File: src/rtl/nor_seq_pkg.sv
package nor_seq_pkg;
  typedef enum logic [1:0] {OP_READ = 2'd0, OP_PROG = 2'd1, OP_ERASE = 2'd2, OP_RDMODE = 2'd3} op_e;
  typedef enum logic [1:0] {ST_WR, ST_RD, ST_POLL, ST_END} step_kind_e;
  localparam logic [7:0] CMD_KEY1    = 8'hAA;
  localparam logic [7:0] CMD_KEY2    = 8'h55;
  localparam logic [7:0] CMD_PROG    = 8'hA0;
  localparam logic [7:0] CMD_ERSETUP = 8'h80;
  localparam logic [7:0] CMD_SECTOR  = 8'h30;
  localparam logic [7:0] CMD_RDMODE  = 8'hF0;
  localparam logic [11:0] ADDR_KEY1  = 12'h555;
  localparam logic [11:0] ADDR_KEY2  = 12'h2AA;
endpackage

File: src/rtl/nor_cmd_steps.sv
module nor_cmd_steps import nor_seq_pkg::*; #(
  parameter int AW = 12
) (
  input  op_e           op_i,
  input  logic [3:0]    idx_i,
  input  logic [AW-1:0] tgt_addr_i,
  input  logic [7:0]    tgt_data_i,
  output step_kind_e    kind_o,
  output logic [AW-1:0] addr_o,
  output logic [7:0]    data_o
);
  localparam logic [AW-1:0] A_K1 = AW'(ADDR_KEY1);
  localparam logic [AW-1:0] A_K2 = AW'(ADDR_KEY2);

  always_comb begin
    kind_o = ST_END;
    addr_o = '0;
    data_o = CMD_RDMODE;
    unique case (op_i)
      OP_READ: if (idx_i == 4'd0) begin kind_o = ST_RD; addr_o = tgt_addr_i; end
      OP_RDMODE: if (idx_i == 4'd0) kind_o = ST_WR;
      OP_PROG: begin
        unique case (idx_i)
          4'd0: begin kind_o = ST_WR; addr_o = A_K1; data_o = CMD_KEY1; end
          4'd1: begin kind_o = ST_WR; addr_o = A_K2; data_o = CMD_KEY2; end
          4'd2: begin kind_o = ST_WR; addr_o = A_K1; data_o = CMD_PROG; end
          4'd3: begin kind_o = ST_WR; addr_o = tgt_addr_i; data_o = tgt_data_i; end
          4'd4: begin kind_o = ST_POLL; addr_o = tgt_addr_i; end
          4'd5: kind_o = ST_WR;
          default: kind_o = ST_END;
        endcase
      end
      OP_ERASE: begin
        unique case (idx_i)
          4'd0, 4'd3: begin kind_o = ST_WR; addr_o = A_K1; data_o = CMD_KEY1; end
          4'd1, 4'd4: begin kind_o = ST_WR; addr_o = A_K2; data_o = CMD_KEY2; end
          4'd2: begin kind_o = ST_WR; addr_o = A_K1; data_o = CMD_ERSETUP; end
          4'd5: begin kind_o = ST_WR; addr_o = tgt_addr_i; data_o = CMD_SECTOR; end
          4'd6: begin kind_o = ST_POLL; addr_o = tgt_addr_i; end
          4'd7: kind_o = ST_WR;
          default: kind_o = ST_END;
        endcase
      end
      default: kind_o = ST_END;
    endcase
  end
endmodule

File: src/rtl/nor_bus_cycle.sv
module nor_bus_cycle #(
  parameter int AW          = 12,
  parameter int STROBE_CLKS = 10,
  parameter int GAP_CLKS    = 2
) (
  input  logic          clk_i,
  input  logic          rst_ni,
  input  logic          start_i,
  input  logic          wr_i,
  input  logic [AW-1:0] addr_i,
  input  logic [7:0]    data_i,
  output logic          ready_o,
  output logic          ack_o,
  output logic [7:0]    rdata_o,
  output logic          ce_no,
  output logic          we_no,
  output logic          oe_no,
  output logic [AW-1:0] addr_o,
  output logic [7:0]    dq_o,
  output logic          dq_oe_o,
  input  logic [7:0]    dq_i
);
  localparam int MAXC = (STROBE_CLKS > GAP_CLKS) ? STROBE_CLKS : GAP_CLKS;
  localparam int CW   = $clog2(MAXC + 1);

  typedef enum logic [1:0] {PH_IDLE, PH_STROBE, PH_GAP} phase_e;
  phase_e          phase_q;
  logic [CW-1:0]   cnt_q;
  logic            wr_q;

  // ready on the last gap clock so back-to-back accesses keep exactly GAP_CLKS
  assign ready_o = (phase_q == PH_IDLE) || (phase_q == PH_GAP && cnt_q == '0);
  assign ack_o   = (phase_q == PH_STROBE) && (cnt_q == '0);
  assign rdata_o = dq_i;
  assign ce_no   = (phase_q != PH_STROBE);
  assign we_no   = !((phase_q == PH_STROBE) && wr_q);
  assign oe_no   = !((phase_q == PH_STROBE) && !wr_q);
  assign dq_oe_o = (phase_q != PH_IDLE) && wr_q;

  always_ff @(posedge clk_i or negedge rst_ni) begin
    if (!rst_ni) begin
      phase_q <= PH_IDLE;
      cnt_q   <= '0;
      wr_q    <= 1'b0;
      addr_o  <= '0;
      dq_o    <= '0;
    end else if (start_i && ready_o) begin
      phase_q <= PH_STROBE;
      cnt_q   <= CW'(STROBE_CLKS - 1);
      wr_q    <= wr_i;
      addr_o  <= addr_i;
      dq_o    <= data_i;
    end else begin
      unique case (phase_q)
        PH_STROBE: begin
          if (cnt_q == '0) begin
            phase_q <= PH_GAP;
            cnt_q   <= CW'(GAP_CLKS - 1);
          end else cnt_q <= cnt_q - 1'b1;
        end
        PH_GAP: begin
          if (cnt_q == '0) begin
            phase_q <= PH_IDLE;
            wr_q    <= 1'b0;
          end else cnt_q <= cnt_q - 1'b1;
        end
        default: ;
      endcase
    end
  end
endmodule

File: src/rtl/nor_cmd_seq.sv
module nor_cmd_seq import nor_seq_pkg::*; #(
  parameter int AW          = 12,
  parameter int STROBE_CLKS = 10,
  parameter int GAP_CLKS    = 2,
  parameter int POLL_MAX    = 1024
) (
  input  logic          clk_i,
  input  logic          rst_ni,
  input  logic          req_i,
  input  logic [1:0]    op_i,
  input  logic [AW-1:0] addr_i,
  input  logic [7:0]    wdata_i,
  output logic          busy_o,
  output logic          done_o,
  output logic          err_o,
  output logic [7:0]    rdata_o,
  output logic          flash_ce_no,
  output logic          flash_we_no,
  output logic          flash_oe_no,
  output logic [AW-1:0] flash_addr_o,
  output logic [7:0]    flash_dq_o,
  output logic          flash_dq_oe_o,
  input  logic [7:0]    flash_dq_i
);
  localparam int PCW = $clog2(POLL_MAX) + 1;

  typedef enum logic [1:0] {S_IDLE, S_ISSUE, S_WAIT, S_DONE} state_e;
  state_e        state_q;
  op_e           op_q;
  logic [AW-1:0] addr_q;
  logic [7:0]    data_q, rdata_q;
  logic [3:0]    idx_q;
  logic [PCW-1:0] poll_q;
  logic          err_q;

  step_kind_e    kind;
  logic [AW-1:0] step_addr;
  logic [7:0]    step_data;
  logic          bus_ready, bus_ack, bus_start, poll_hit;
  logic [7:0]    bus_rdata;

  nor_cmd_steps #(.AW(AW)) u_steps (
    .op_i(op_q), .idx_i(idx_q), .tgt_addr_i(addr_q), .tgt_data_i(data_q),
    .kind_o(kind), .addr_o(step_addr), .data_o(step_data)
  );

  assign bus_start = (state_q == S_ISSUE) && (kind != ST_END);

  nor_bus_cycle #(.AW(AW), .STROBE_CLKS(STROBE_CLKS), .GAP_CLKS(GAP_CLKS)) u_bus (
    .clk_i, .rst_ni,
    .start_i(bus_start), .wr_i(kind == ST_WR), .addr_i(step_addr), .data_i(step_data),
    .ready_o(bus_ready), .ack_o(bus_ack), .rdata_o(bus_rdata),
    .ce_no(flash_ce_no), .we_no(flash_we_no), .oe_no(flash_oe_no),
    .addr_o(flash_addr_o), .dq_o(flash_dq_o), .dq_oe_o(flash_dq_oe_o), .dq_i(flash_dq_i)
  );

  assign poll_hit = (op_q == OP_ERASE) ? bus_rdata[7] : (bus_rdata == data_q);

  always_ff @(posedge clk_i or negedge rst_ni) begin
    if (!rst_ni) begin
      state_q <= S_IDLE;
      op_q    <= OP_READ;
      addr_q  <= '0;
      data_q  <= '0;
      rdata_q <= '0;
      idx_q   <= '0;
      poll_q  <= '0;
      err_q   <= 1'b0;
    end else begin
      unique case (state_q)
        S_IDLE: if (req_i) begin
          op_q    <= op_e'(op_i);
          addr_q  <= addr_i;
          data_q  <= wdata_i;
          idx_q   <= '0;
          poll_q  <= '0;
          err_q   <= 1'b0;
          state_q <= S_ISSUE;
        end
        S_ISSUE: begin
          if (kind == ST_END) state_q <= S_DONE;
          else if (bus_ready) state_q <= S_WAIT;
        end
        S_WAIT: if (bus_ack) begin
          state_q <= S_ISSUE;
          if (kind == ST_POLL) begin
            if (poll_hit) idx_q <= idx_q + 1'b1;
            else if (poll_q == PCW'(POLL_MAX - 1)) begin
              err_q <= 1'b1;
              idx_q <= idx_q + 1'b1;
            end else poll_q <= poll_q + 1'b1;
          end else begin
            if (kind == ST_RD) rdata_q <= bus_rdata;
            idx_q <= idx_q + 1'b1;
          end
        end
        default: state_q <= S_IDLE;
      endcase
    end
  end

  assign busy_o  = (state_q != S_IDLE);
  assign done_o  = (state_q == S_DONE);
  assign err_o   = err_q;
  assign rdata_o = rdata_q;
endmodule

File: config.mk
export PLATFORM = sky130hd
export DESIGN_NAME = nor_cmd_seq
export DESIGN_NICKNAME = d
export VERILOG_FILES = /design/src/rtl/nor_seq_pkg.sv /design/src/rtl/nor_cmd_steps.sv /design/src/rtl/nor_bus_cycle.sv /design/src/rtl/nor_cmd_seq.sv
export SDC_FILE = /design/constraint.sdc
export NUM_CORES = 1
export LEC_CHECK = 0
export CELL_PAD_IN_SITES_DETAIL_PLACEMENT = 0
export CELL_PAD_IN_SITES_GLOBAL_PLACEMENT = 1
export CORE_ASPECT_RATIO = 0.5
export CORE_MARGIN = 1.5
export CORE_UTILIZATION = 30
export DETAILED_ROUTE_END_ITERATION = 10
export DONT_BUFFER_PORTS = 1
export GPL_TIMING_DRIVEN = 0
export PLACE_DENSITY = 0.55
export SLEW_MARGIN = 5
export SYNTH_ARGS = -nofsm -noshare
export SYNTH_HDL_FRONTEND = slang
export SYNTH_HIERARCHICAL = 1
export SYNTH_SLANG_ARGS = --single-unit
File: constraint.sdc
create_clock -name clk_i -period 3.5 [get_ports clk_i]
set_clock_uncertainty 0.15 [all_clocks]
set_input_delay 0.875 -clock clk_i [delete_from_list [all_inputs] [get_ports clk_i]]
set_output_delay 0.875 -clock clk_i [all_outputs]
set_load 0.01 [all_outputs]
==> impl_metrics.tcl <==
set metrics [dict create \
    path_clk_slew_ps 60 \
    startpoint_type "flop" \
    first_global_vias 3114 \
    path_depth 11 \
    arrival_ps 3330 \
    fin_cells 629 \
    io_buffers 0 \
    cts.htree.levels 3 \
    tightest_slew_ps 737 \
    critical_path.max_stage_delay_ps 540 \
    final_nets 469 \
    timing.final.crit_share_pct 93.2 \
    rsz0062_at_grt "false" \
    grt_usage_pct 14.7 \
    clk_latency_ps 340 \
    fmax_mhz 307 \
    die_width_um 174 \
    ys_ff_latch 75 \
    maxCapViolCount 0 \
    postCtsHoldBufs 0 \
    grt_overflow 0 \
    r2r_end "poll_q[8]$_DFFE_PN0P_" \
    routed_via_density 4.95 \
    cp_max_fo 10 \
    post-place-cells 614 \
    grt_max_degree 76 \
    drt-initial-drc-count 129 \
    crit_end "poll_q[8]$_DFFE_PN0P_" \
    cp.required_ps 3570 \
    status "finished clean" \
    dr.pass1.iters 4 \
    layout_min_cycle_time_ps 3260 \
    synthCells 416 \
    yosysSeqAreaShare_pct 42.7 \
    die-area_um2 15400 \
    cts_made_buffers 9 \
    core_area_um2 14400 \
    critical-path-top-delay-family "compound AO/OA/AOI/OAI gates" \
    dp_hpwl_um 7690 \
    r2r-start "idx_q[0]$_DFFE_PN0P_" \
    initial_core_util_pct 30.6 \
    num_io_pins 68 \
    cp_cell_sequence "buf_2 > inv_1 > maj3_1 > a21oi_1 > o31ai_4 > nor2b_2 > o21ai_2 > or2_1 > clkbuf_1 > nor2_1 > a221o_1" \
    antenna_found_initial 2 \
    yosysWarnings 6 \
    vias 3113 \
    drtAntennaViolNets 0 \
    synth_area_leaders "dfrtp_1 (43%), mux2_2 (13%), ha_1 (2.6%), nand2b_1 (2.4%), o21ai_0 (2.3%)" \
    synth.top_cell.area_share_pct 42.7 \
    synth_largest_area_cell "dfrtp_1" \
    critPathKind "reg -> reg" \
    r2r_cells 11 \
    slowest_stage "dfrtp_1" \
    grt_pass1_wl_um 17400 \
    antenna_cells 0 \
    cp-startpoint "idx_q[0]$_DFFE_PN0P_" \
    r2r_slack_ps 240 \
    post_cts_buffers 0 \
    syn_to_final_growth_pct 12.2 \
    crit_buf_inv 3 \
    clock-sinks 75 \
    ctsRootBufferMaster "clkbuf_16" \
    cts_buffer_depth 2 \
    synth_flop_cell "dfrtp_1" \
    async_reset_ff_share_pct 100 \
    drive_gt1_share_pct 23.9 \
    post-route-drc-count 0 \
    critPathCaptureType "flop" \
    hold_violations 0 \
    synth_edf_count 0 \
    p_leak_nw 2.09 \
    fillerInstances 1481 \
    syn-num-nets 458 \
    maxSlewViolCount 0 \
    totalWireLength_um 10700 \
    setup-violations-final 0 \
    ir_drop_v 0.000305 \
    gp_congestion 0.748 \
    final_common_cell "dfrtp_1" \
    wl_per_cell_um 17.0 \
    holdCritPathClass "in -> async" \
    synth.distinct_cells 72 \
    synthesis.area_um2 4400 \
    rows 31 \
    cts_tree "done" \
    power.density_nw_per_um2 850 \
    layout_common_cells "dfrtp_1 (75), mux2_2 (49), nand2_1 (22)" \
    die_height_um 88.6 \
    relSlewSlack_pct 50.6 \
    fin_tns_setup_ps 0 \
    avgSynthCellArea_um2 10.6 \
]
## through the flow
| step | area, µm² | hold slack (ps) | worst slack, ps | total power, mW | utilization [%] |
|---|---|---|---|---|---|
| 6_report | 4930 | 86.2 | 239 | 4.19 | 34.3 |
| 5_1_grt | 4930 | 64.3 | 25.7 | 4.55 | 34.3 |
| 4_1_cts | 4920 | 64.7 | 27.2 | 4.24 | 34.2 |
| 3_5_place_dp | 4650 | 336 | -84.3 | 3.35 | 32.3 |
| 3_3_place_gp | 4650 | 329 | -98.7 | 3.34 | 32.3 |
| 2_1_floorplan | 4400 | 309 | 513 | 2.91 | - |
## area by class of cell
type	count	area, µm²	share of cell area [%]
multi-input cells	294	2270	46.0
flip-flops and latches	75	1880	38.0
well taps	198	248	5.02
clock buffers	9	225	4.57
plain buffers	31	211	4.29
inverters	16	60.1	1.22
clock inverters	6	43.8	0.888
## power breakdown
part           switching (mW)  internal, mW
combinational           0.974         0.836
clock                   0.379         0.476
sequential              0.334          1.19
## state kept, by name, summed over array words and instances (netlist names)
register	cells
addr_q	12
data_q	8
err_o	1
idx_q	4
op_q	2
poll_q	11
rdata_o	8
state_q	2
u_bus/addr_o	12
u_bus/cnt_q	4
u_bus/dq_o	8
u_bus/phase_q	2
u_bus/wr_q	1
## kinds of logic (layout without fill, tap and decap cells)
group	after synthesis	after routing	synth area share [%]
AO/OA/AOI/OAI	91	91	15.3
XOR/XNOR	13	13	2.59
adder cells (fa/ha/maj)	11	11	3.02
buffers and inverters	47	62	6.15
flip-flops	75	75	42.7
multiplexers	54	54	13.9
AND/OR/NAND/NOR	125	125	16.4
## timing repair
| item | in CTS | in global routing |
|---|---|---|
| resized for setup | 1 | 5 |
| endpoints found under the setup margin | 7 | 42 |
| cloned | 0 | 0 |
| pin swaps | 0 | 0 |
## Yosys cell counts (7+ instances only)
cell and n:
clkbuf_1 9, nor2_1 13, a21oi_1 10, xor2_1 10, and3_1 9, buf_4 10
nor2b_1 8, nand2_1 22, ha_1 9, mux2_2 49, nand3_1 18, nand2b_1 17
buf_6 7, dfrtp_1 75, o21ai_0 20, inv_1 16
## per-layer routing
metal | vias up | part of all wire, % | global-route usage [%]
li1 | 1523 | - | -
met1 | 1534 | 49 | 19.5
met2 | 52 | 44 | 22.7
met3 | 4 | 6.1 | 5.63
met4 | 0 | 0.51 | 3.29
met5 | - | 0 | 0
## how the worst min path moves through the flow
stage                          start                          to  slack [ps]
2_1_floorplan  addr_q[2]$_DFFE_PN0P_       addr_q[2]$_DFFE_PN0P_         310
3_3_place_gp   addr_q[2]$_DFFE_PN0P_       addr_q[2]$_DFFE_PN0P_         330
3_5_place_dp   addr_q[2]$_DFFE_PN0P_       addr_q[2]$_DFFE_PN0P_         340
4_1_cts                       rst_ni       poll_q[3]$_DFFE_PN0P_          60
5_1_grt                       rst_ni       poll_q[5]$_DFFE_PN0P_          60
6_report                      rst_ni  u_bus/cnt_q[2]$_DFFE_PN0P_          90
(Power assumes the default switching activity.)
